<file path="src/rtl/adc_seq_pkg.sv">
`timescale 1ns/1ps
package adc_seq_pkg;

   typedef enum logic [0:0] {
      ST_IDLE = 1'b0,
      ST_BUSY = 1'b1
   } seq_state_t;

   localparam logic [1:0] ADR_CTRL = 2'd0;
   localparam logic [1:0] ADR_CONF = 2'd1;
   localparam logic [1:0] ADR_RESH = 2'd2;
   localparam logic [1:0] ADR_RESL = 2'd3;

   localparam int CTRL_BIT_SGL   = 0;
   localparam int CTRL_BIT_CONT  = 1;
   localparam int CTRL_BIT_HOLD  = 2;
   localparam int CONF_BIT_LEFT  = 0;
   localparam int CONF_BIT_SIGN  = 1;
   localparam int CONF_RATE_LSB  = 2;

endpackage

</file>
<file path="src/rtl/adc_rate_timer.sv">
`timescale 1ns/1ps
module adc_rate_timer #(
   parameter int RATE_W    = 3,
   parameter int BASE_LOG2 = 4
) (
   input  logic              clk,
   input  logic              rst_n,
   input  logic              run,
   input  logic              restart,
   input  logic              busy,
   input  logic [RATE_W-1:0] rate,
   output logic              elapsed
);
   localparam int CNT_W = BASE_LOG2 + (1 << RATE_W) + 1;
   localparam logic [CNT_W-1:0] CNT_MAX = {CNT_W{1'b1}};
   localparam logic [CNT_W-1:0] ONE     = {{(CNT_W-1){1'b0}}, 1'b1};

   if (BASE_LOG2 < 1) begin : g_bad_base
      $error("adc_rate_timer: BASE_LOG2 must be at least 1");
   end

   logic [CNT_W-1:0] cnt_q;
   logic [CNT_W-1:0] period_q;
   logic [CNT_W-1:0] period_next;

   assign period_next = ONE << (CNT_W'(rate) + CNT_W'(BASE_LOG2));
   assign elapsed     = (cnt_q >= (period_q - ONE));

   // The period only follows the rate field while no conversion is running.
   always_ff @(posedge clk or negedge rst_n) begin
      if (!rst_n) begin
         cnt_q    <= '0;
         period_q <= ONE << BASE_LOG2;
      end else begin
         if (!busy) begin
            period_q <= period_next;
         end
         if (!run || restart) begin
            cnt_q <= '0;
         end else if (cnt_q != CNT_MAX) begin
            cnt_q <= cnt_q + ONE;
         end
      end
   end

   // a fresh interval never ends on the cycle after it began
   p_min_gap_r3: assert property (@(posedge clk) disable iff (!rst_n)
      restart |=> !elapsed);

endmodule

</file>
<file path="src/rtl/adc_result_fmt.sv">
`timescale 1ns/1ps
module adc_result_fmt #(
   parameter int ADC_W = 10,
   parameter int OUT_W = 16
) (
   input  logic [ADC_W-1:0] raw,
   input  logic             left_align,
   input  logic             signed_fmt,
   output logic [OUT_W-1:0] res
);
   localparam int PAD_W = OUT_W - ADC_W;

   if (PAD_W < 1) begin : g_bad_width
      $error("adc_result_fmt: OUT_W must exceed ADC_W");
   end

   logic [ADC_W-1:0] code;
   logic [OUT_W-1:0] left_v;
   logic [OUT_W-1:0] right_v;

   // Offset binary to two's complement by flipping the top bit.
   assign code = {raw[ADC_W-1] ^ signed_fmt, raw[ADC_W-2:0]};

   for (genvar i = 0; i < OUT_W; i++) begin : g_bit
      if (i < PAD_W) begin : g_left_pad
         assign left_v[i] = 1'b0;
      end else begin : g_left_code
         assign left_v[i] = code[i-PAD_W];
      end
      if (i < ADC_W) begin : g_right_code
         assign right_v[i] = code[i];
      end else begin : g_right_ext
         assign right_v[i] = signed_fmt & code[ADC_W-1];
      end
   end

   assign res = left_align ? left_v : right_v;

endmodule

</file>
<file path="src/rtl/adc_seq_fsm.sv">
`timescale 1ns/1ps
module adc_seq_fsm
   import adc_seq_pkg::*;
(
   input  logic clk,
   input  logic rst_n,
   input  logic sgl_req,
   input  logic cont_ok,
   input  logic conv_done,
   output logic launch,
   output logic busy,
   output logic done_store,
   output logic single_done,
   output logic conv_req
);
   seq_state_t st_q;
   logic       is_sgl_q;
   logic       req_q;

   assign launch      = (st_q == ST_IDLE) && (sgl_req || cont_ok);
   assign busy        = (st_q == ST_BUSY);
   assign done_store  = busy && conv_done;
   assign single_done = done_store && is_sgl_q;
   assign conv_req    = req_q;

   always_ff @(posedge clk or negedge rst_n) begin
      if (!rst_n) begin
         st_q     <= ST_IDLE;
         is_sgl_q <= 1'b0;
         req_q    <= 1'b0;
      end else begin
         req_q <= launch;
         unique case (st_q)
            ST_IDLE: begin
               if (launch) begin
                  st_q     <= ST_BUSY;
                  is_sgl_q <= sgl_req;
               end
            end
            ST_BUSY: begin
               if (conv_done) begin
                  st_q <= ST_IDLE;
               end
            end
            default: st_q <= ST_IDLE;
         endcase
      end
   end

   // the request to the converter lasts one clock
   p_req_pulse_r10: assert property (@(posedge clk) disable iff (!rst_n)
      conv_req |=> !conv_req);

   // a request is only issued from the idle state
   p_req_from_idle_r10: assert property (@(posedge clk) disable iff (!rst_n)
      conv_req |-> $past(!busy));

endmodule

</file>
<file path="src/rtl/adc_seq_ctrl.sv">
`timescale 1ns/1ps
module adc_seq_ctrl
   import adc_seq_pkg::*;
#(
   parameter int REG_W     = 8,
   parameter int ADC_W     = 10,
   parameter int CH_W      = 4,
   parameter int RATE_W    = 3,
   parameter int BASE_LOG2 = 4
) (
   input  logic             clk,
   input  logic             rst_n,
   input  logic             reg_wr,
   input  logic             reg_rd,
   input  logic [1:0]       reg_addr,
   input  logic [REG_W-1:0] reg_wdata,
   output logic [REG_W-1:0] reg_rdata,
   output logic             conv_req,
   output logic [CH_W-1:0]  conv_chan,
   input  logic             conv_done,
   input  logic [ADC_W-1:0] conv_data,
   output logic             irq_ready
);
   localparam int RES_W = 2 * REG_W;

   if (ADC_W <= REG_W || ADC_W > RES_W) begin : g_bad_adc
      $error("adc_seq_ctrl: ADC_W must lie between REG_W+1 and 2*REG_W");
   end
   if (CH_W + 3 > REG_W) begin : g_bad_chan
      $error("adc_seq_ctrl: channel field does not fit the control byte");
   end
   if (RATE_W + CONF_RATE_LSB > REG_W) begin : g_bad_rate
      $error("adc_seq_ctrl: rate field does not fit the format byte");
   end

   logic             sgl_q;
   logic [REG_W-1:1] ctrl_q;
   logic [REG_W-1:0] conf_q;
   logic             rdy_q;
   logic [RES_W-1:0] res_q;
   logic [CH_W-1:0]  chan_q;

   logic wr_ctrl, wr_conf, rd_resh, wr_sgl;
   logic cont_en, hold_mode, cont_ok;
   logic launch, busy, done_store, single_done, elapsed;
   logic [CH_W-1:0]   chan_sel;
   logic [RATE_W-1:0] rate;
   logic [RES_W-1:0]  fmt_res;

   assign wr_ctrl   = reg_wr && (reg_addr == ADR_CTRL);
   assign wr_conf   = reg_wr && (reg_addr == ADR_CONF);
   assign rd_resh   = reg_rd && (reg_addr == ADR_RESH);
   assign wr_sgl    = wr_ctrl && reg_wdata[CTRL_BIT_SGL];

   assign cont_en   = ctrl_q[CTRL_BIT_CONT];
   assign hold_mode = ctrl_q[CTRL_BIT_HOLD];
   assign chan_sel  = ctrl_q[REG_W-1 -: CH_W];
   assign rate      = conf_q[CONF_RATE_LSB +: RATE_W];
   assign cont_ok   = cont_en && elapsed && !(hold_mode && rdy_q);

   adc_rate_timer #(
      .RATE_W    (RATE_W),
      .BASE_LOG2 (BASE_LOG2)
   ) u_timer (
      .clk     (clk),
      .rst_n   (rst_n),
      .run     (cont_en),
      .restart (launch),
      .busy    (busy),
      .rate    (rate),
      .elapsed (elapsed)
   );

   adc_seq_fsm u_fsm (
      .clk         (clk),
      .rst_n       (rst_n),
      .sgl_req     (sgl_q),
      .cont_ok     (cont_ok),
      .conv_done   (conv_done),
      .launch      (launch),
      .busy        (busy),
      .done_store  (done_store),
      .single_done (single_done),
      .conv_req    (conv_req)
   );

   adc_result_fmt #(
      .ADC_W (ADC_W),
      .OUT_W (RES_W)
   ) u_fmt (
      .raw        (conv_data),
      .left_align (conf_q[CONF_BIT_LEFT]),
      .signed_fmt (conf_q[CONF_BIT_SIGN]),
      .res        (fmt_res)
   );

   always_ff @(posedge clk or negedge rst_n) begin
      if (!rst_n) begin
         sgl_q  <= 1'b0;
         ctrl_q <= '0;
         conf_q <= '0;
         rdy_q  <= 1'b0;
         res_q  <= '0;
         chan_q <= '0;
      end else begin
         if (wr_ctrl) begin
            ctrl_q <= reg_wdata[REG_W-1:1];
         end
         if (wr_conf) begin
            conf_q <= reg_wdata;
         end
         if (wr_sgl) begin
            sgl_q <= 1'b1;
         end else if (single_done) begin
            sgl_q <= 1'b0;
         end
         if (done_store) begin
            rdy_q <= 1'b1;
         end else if (rd_resh) begin
            rdy_q <= 1'b0;
         end
         if (done_store) begin
            res_q <= fmt_res;
         end
         if (launch) begin
            chan_q <= chan_sel;
         end
      end
   end

   always_comb begin
      unique case (reg_addr)
         ADR_CTRL: reg_rdata = {ctrl_q, sgl_q};
         ADR_CONF: reg_rdata = conf_q;
         ADR_RESH: reg_rdata = res_q[RES_W-1 -: REG_W];
         ADR_RESL: reg_rdata = res_q[REG_W-1:0];
         default:  reg_rdata = '0;
      endcase
   end

   assign conv_chan = chan_q;
   assign irq_ready = rdy_q;

   // a completed conversion raises the flag
   p_flag_set_r2: assert property (@(posedge clk) disable iff (!rst_n)
      done_store |=> irq_ready);

   // without completion or a high-byte read the flag holds
   p_flag_hold_r2: assert property (@(posedge clk) disable iff (!rst_n)
      (!done_store && !rd_resh) |=> $stable(irq_ready));

   // the start bit drops once its own conversion finishes
   p_sgl_clear_r1: assert property (@(posedge clk) disable iff (!rst_n)
      (single_done && !wr_sgl) |=> !sgl_q);

   // result bytes only move when a conversion completes
   p_result_hold_r8: assert property (@(posedge clk) disable iff (!rst_n)
      !done_store |=> $stable(res_q));

   // hold mode issues nothing while an unread result waits
   p_hold_no_launch_r4: assert property (@(posedge clk) disable iff (!rst_n)
      (!busy && cont_en && hold_mode && irq_ready && !sgl_q) |=> !conv_req);

endmodule

</file>
<file path="config.mk">
export PLATFORM = sky130hd
export DESIGN_NAME = adc_seq_ctrl
export DESIGN_NICKNAME = d
export VERILOG_FILES = /design/src/rtl/adc_seq_pkg.sv /design/src/rtl/adc_rate_timer.sv /design/src/rtl/adc_result_fmt.sv /design/src/rtl/adc_seq_fsm.sv /design/src/rtl/adc_seq_ctrl.sv
export SDC_FILE = /design/constraint.sdc
export NUM_CORES = 1
export LEC_CHECK = 0
export ABC_AREA = 1
export BUFFER_PORTS_ARGS = -buffer_cell sky130_fd_sc_hd__buf_4
export CAP_MARGIN = 20
export CORE_ASPECT_RATIO = 0.9
export CORE_UTILIZATION = 50
export CTS_CLUSTER_DIAMETER = 150
export CTS_CLUSTER_SIZE = 40
export DETAILED_ROUTE_END_ITERATION = 16
export HOLD_SLACK_MARGIN = 0.15
export MAX_ROUTING_LAYER = met4
export PLACE_DENSITY = 0.7
export SYNTH_ARGS = -nofsm -noshare
export SYNTH_HDL_FRONTEND = slang
export SYNTH_SLANG_ARGS = --single-unit
export TNS_END_PERCENT = 1
</file>
<file path="constraint.sdc">
create_clock -name clk -period 6.7 [get_ports clk]
set_input_delay 1.34 -clock clk [delete_from_list [all_inputs] [get_ports clk]]
set_output_delay 1.34 -clock clk [all_outputs]
set_load 0.005 [all_outputs]
</file>
==> Yosys cells after proc, flatten, opt, wreduce, memory -nomap -nowiden <==
Cells that the tools add are included.
W data, S select, Z words.
{ "op_classes": {"add_sub_neg": 3, "order_cmp": 1, "n_eq_ne": 4, "shift": 1, "muxes": 11, "n_bitwise": 3, "reduce_logical": 19} }
{ "ops": {"columns": ["cell", "n"], "rows": [
  ["$pmux W8 S4", 1],
  ["$mux W13", 2],
  ["$mux W16", 1],
  ["$add A13 B1 Y13 const B", 1],
  ["$ge A13 B13 Y1", 1],
  ["$ne A13 B13 Y1 const B", 1],
  ["$shl A1 B13 Y13 const A", 1],
  ["$sub A13 B1 Y13 const B", 1],
  ["$logic_and A1 B1 Y1", 10],
  ["$mux W1", 6],
  ["$reduce_bool A2 Y1", 3],
  ["$add A3 B3 Y4 const B", 1],
  ["$eq A2 B2 Y1 const B", 2],
  ["$eq A2 B1 Y1 const B", 1],
  ["$logic_not A1 Y1", 2],
  ["$logic_not A2 Y1", 1],
  ["$logic_or A1 B1 Y1", 2],
  ["$pmux W1 S2", 1],
  ["$reduce_and A2 Y1", 1],
  ["$and A1 B1 Y1", 1],
  ["$not A1 Y1", 1],
  ["$xor A1 B1 Y1", 1]
]} }
{ "totals": {"ff_bits": 66, "input_bits": 25, "out_inout_bits": 14, "wordCells": 53} }

==> Depth between registers and ports, before layout <==
{ "depth": {"depth_word": 8, "depth_mapped": 20, "mapped_depth_nobuf": 20} }

==> Cells and area by module <==
From an unflattened synthesis, not the netlist that was laid out.
{ "hier_totals": {"cells_unflattened": 509, "hier_area_um2": 3873.7} }
{ "modules_own_cells": {"columns": ["module", "n_inst", "cells_per_inst", "area_per_inst_um2", "seq_area_each_um2"], "rows": [
  ["adc_rate_timer", 1, 245, 1846.8, 651.9],
  ["adc_seq_ctrl", 1, 206, 1697.9, 925.9],
  ["adc_result_fmt", 1, 42, 198.9, 0.0],
  ["adc_seq_fsm", 1, 16, 130.1, 75.1]
]} }

==> Least setup slack after synthesis <==
No wires, ideal clock.
{ "synth_path": {"path_type": "input to output", "start": "input reg_addr[0]", "end": "output reg_rdata[0]", "arrival_time_ps": 1786, "required_time_ps": 5360, "slack_ps": 3574, "cell_stages": 5, "path_buffers": 0, "cell_sequence": "inv_1 > nand2_1 > inv_1 > nand2_1 > o2111ai_1"} }
{ "synth_via": {"elab_chain_cells": 2, "elab_cells_between_ends": 5, "classes_between": "3 x eq/ne; 1 x mux; 1 x reduce/logical"} }
{ "synth_lines": {"columns": ["element", "line_no", "text"], "rows": [
  ["from (decl)", "adc_seq_ctrl.sv:15", "input logic [1:0] reg_addr,"],
  ["$eq A2 B2 Y1, or another cell as far along", "adc_seq_ctrl.sv:132", "unique case (reg_addr)"],
  ["$pmux W8 S4 (*)", "adc_seq_ctrl.sv:132", null],
  ["to (decl)", "adc_seq_ctrl.sv:17", "output logic [REG_W-1:0] reg_rdata,"]
]} }
Every way passes the cells marked *; elsewhere a longest branch is shown, timed or not.

==> Worst setup path in the final report <==
{ "layout_path": {"start": "input reg_addr[1]", "end": "output reg_rdata[3]"} }
The elaborated chain is that of the path after synthesis.

==> reports/qor_table.md <==
| Group | Item | Value |
| --- | --- | --- |
| logic synthesis | Count of state elements after synthesis | 66 |
| logic synthesis | Area of the mapped netlist | 3565 µm² |
| global route | Final global-route overflow total | 0 |
| sta | Number of setup violations in the final report | 0 |
| critical path | Cell with the biggest individual delay on the critical path | nor2_2 |
| power and ir drop | Total power draw | 0.001492 W |
| critical path | Origin of the critical flop-to-flop path | u_timer.period_q[0] |
| global route | Initial antenna violation count | 0 |
| sta | Sum of negative setup slack | 0 ns |
| placed design | DP Wirelength | 6259 µm |
| critical path | RR Endpoint | u_timer.cnt_q[3] |
| sta | Final slew viol count | 0 |
| critical path | Max stage delay on crit path | 0.33 ns |
| critical path | Logic depth of the worst register-to-register path | 16 |
| clocking | Deepest clock path buffer count | 2 |
| sta | Fin crit share | 53.29% |
| global route | Highest-utilization routing layer at the global route stage | met2 |
| cells and area | Layout overhead on the synthesized area | 17.44% |
| clocking | Source-to-sink clock delay at the later pin of the worst-skew pair | 0.35 ns |
| critical path | Reg2Reg Setup Slack | 3.57 ns |
| critical path | Cell with the most instances on the worst path | buf_4 |
| die | Die width | 91 µm |
| clocking | Clock transition at the registers of the reported paths | 0.07 ns |
| clocking | Post-CTS Setup Bufs | 0 |
| route | Post-route ant nets | 0 |
| logic synthesis | Gate Count Post-Synth | 447 |
| sta | Normalized max-slew margin | 45.15% |
| sta | Measured slew at the worst slew-check pin | 0.8227 ns |
| min path | Hold worst-path end | u_timer.period_q[0] |
| critical path | Kind of end point of the critical path | primary output |
| sta | Min cycle time layout | 3.571 ns |
| global route | Met1 Track Usage GR | 33.31% |
| global route | First-pass GRT wire length | 13,870 µm |
| die | Placement Rows | 28 |
| global route | Global router's overall resource usage | 24.87% |
| logic synthesis | Count of unique library cells instantiated by Yosys | 29 |
| sta | Final Hold Fails | 0 |
| clocking | TritonCTS clock tree | yes |
| global route | Met3 track utilization from global routing | 5.495% |
| critical path | Buffers and inverters on the worst path | 2 |
| power and ir drop | Worst VDD drop | 176.6 µV |
| sta | Worst Hold Slack | 0.4887 ns |
| route | Average vias per placed instance | 5.315 |
| die | Boundary Pins | 39 |
| clocking | Clock H-tree levels | 3 |
| clocking | Total of cells resized after clock tree synthesis | 0 |
| clocking | Clock Root Buffer | clkbuf_8 |
| sta | Clock Skews | 0.01189 ns |
| route | DRC violation total after the first TritonRoute iteration | 155 |
| power and ir drop | Static Leakage | 2.227 nW |
| route | Initial DRT Pass Iterations | 5 |
| cells and area | Top library cells by usage in the layout, fill and taps aside | nand2_1 (122), inv_1 (67), dfrtp_1 (65), buf_4 (38), o21ai_0 (33) |
| route | Number of remaining DRC errors | 0 |
| clocking | Number of hold buffers added after cts | 0 |
| outcome | Outcome | complete, no violations |
| logic synthesis | Per-instance average area after synthesis | 7.975 µm² |
| placed design | Number of port buffers | 38 |
| sta | Setup repair after global routing missed its margin | false |
| global route | Met2 Use GR | 37.88% |
| sta | Max Freq | 280.1 MHz |
| critical path | Start-to-end type of the worst setup path | input port to primary output |
| power and ir drop | Power per unit of standard cell area | 356.4 nW/µm² |
| logic synthesis | Net count after synthesis | 488 |
| logic synthesis | Count of flip-flops with a built-in enable after synthesis | 0 |
| route | Average wire per cell in the routed design | 14.38 µm |
| critical path | Critical path data arrival time | 2.23 ns |
| cells and area | Commonest non-fill, non-tap cell in the layout | nand2_1 |
| route | Total vias in the final route | 3,088 |
| logic synthesis | Yosys warnings | 0 |
| min path | Launch instance of the worst min-delay path | u_timer.period_q[0] |
| logic synthesis | Fraction of registers with async set or reset after synthesis | 100.0% |
| critical path | Top delay family on crit path | simple AND/OR/NAND/NOR gates |
| global route | Via count of the first global-routing pass | 2,957 |
| run | Max-cap violations | 0 |
| critical path | Type of origin of the critical path | input port |
| critical path | Series of cell instances along the critical path | buf_4 > nor2_2 > nand2_1 > o2111ai_1 > buf_4 |
| clocking | Count of clock tree sinks | 66 |
| global route | Maximum number of pins on one net before global-route repair | 67 |
| min path | Cell depth of the worst hold path | 2 |
| die | Effective utilization at floorplan | 52.99% |
| cells and area | Count of nets after finishing | 527 |
| die | Die Outline Area | 7471 µm² |
| logic synthesis | Ys flop type | dfrtp_1 |
| die | Chip height | 82.10 µm |
| cells and area | Ratio of cells with drive above 1 in the final layout | 13.85% |
| logic synthesis | Sequential share of the synthesized area | 46.37% |
| clocking | Total CTS buffers | 9 |
| placed design | GPL Wtd Cong | 0.9456 |
| route | Wire length after detailed routing | 8353 µm |
| critical path | Maximum fanout encountered on the critical timing path | 9 |
| min path | Kind of path behind the tightest hold check | flip-flop to flip-flop |
| cells and area | Util after Layout | 62.24% |
| die | Area inside the core boundary | 6726 µm² |
| cells and area | Ant. Diodes | 0 |
| critical path | CP Data Required Time | 5.36 ns |
## Yosys cell counts (all sizes together) (9+ instances only)
library cell  number  area [µm²]
dfrtp             65        1627
inv               68       255.2
nand4             14       87.58
o22ai              9       56.30
nand3             23       120.1
nand2            124       470.5
ha                16       200.2
nor2              33       138.9
o21ai             34       170.2
a21oi             15       75.07
xor2              14       122.6
nor3               9       66.32
## cells by family (layout without fill, tap and decap cells)
group / count (synthesis) / after routing / share of synthesized area, %
buffers and inverters: 78 / 122 / 8.599
AOI/OAI and AO/OA: 66 / 66 / 10.35
xor gates and xnor gates: 16 / 16 / 3.931
and+or+nand+nor: 205 / 205 / 25.13
adders and majority gates: 16 / 16 / 5.616
DFF: 66 / 66 / 46.37
## state kept, by name, summed over array words and instances, names as in the netlist
register and flops:
conf_q 8, conv_chan 4, ctrl_q 7, irq_ready 1, res_q 16, sgl_q 1, u_fsm.busy 1, u_fsm.conv_req 1
u_fsm.is_sgl_q 1, u_timer.cnt_q 13, u_timer.period_q 13
## worst max path at each step
stage | startpoint | end | slack, ns | depth (start not counted)
final | reg_addr[1] | reg_rdata[3] | 3.13 | 5
after CTS | reg_addr[1] | reg_rdata[3] | 3.15 | 5
after global placement | reg_addr[0] | reg_rdata[3] | 3.20 | 7
after floorplan | reg_addr[0] | reg_rdata[0] | 3.57 | 5
after global routing | reg_addr[1] | reg_rdata[3] | 3.06 | 5
after detailed placement | reg_addr[1] | reg_rdata[3] | 3.16 | 5
## report_power, final
part	internal (W)	leakage, nW	switching (W)	total (W)
Combinational	0.000181	1.24	0.000260	0.000441
Sequential	0.000503	0.848	0.0000891	0.000592
Clock	0.000296	0.137	0.000163	0.000460
## cell type report
type / count / area, µm²
flip-flops and latches: 66 / 1653
inverters: 68 / 255.2
clock inverters: 6 / 137.6
repair buffers: 38 / 285.3
clock buffers: 10 / 137.6
multi-input cells: 303 / 1605
fillers: 629 / 2540
well taps: 90 / 112.6
## metal layers
metal	wire (µm)	up-vias	share of wire (%)
met5	0	-	0
met4	103	0	1.2
met3	492	11	5.9
met1	4018	1452	48
met2	3738	96	45
li1	-	1529	-
## per-stage QoR
stage | cell area (µm²) | setup WS (ns) | instances
floorplan | 3565 | 3.574 | 447
global placement | 3911 | 3.205 | 565
detailed placement | 3911 | 3.160 | 565
CTS | 4187 | 3.155 | 581
global route | 4187 | 3.057 | 581
finish | 4187 | 3.129 | 581
## tightest hold or removal path: stages (launching register included)
cell and delay [ns]:
dfrtp_1 0.36, nand2_1 0.06, inv_1 0.04
No activity file was read; power rests on OpenSTA's default activity.
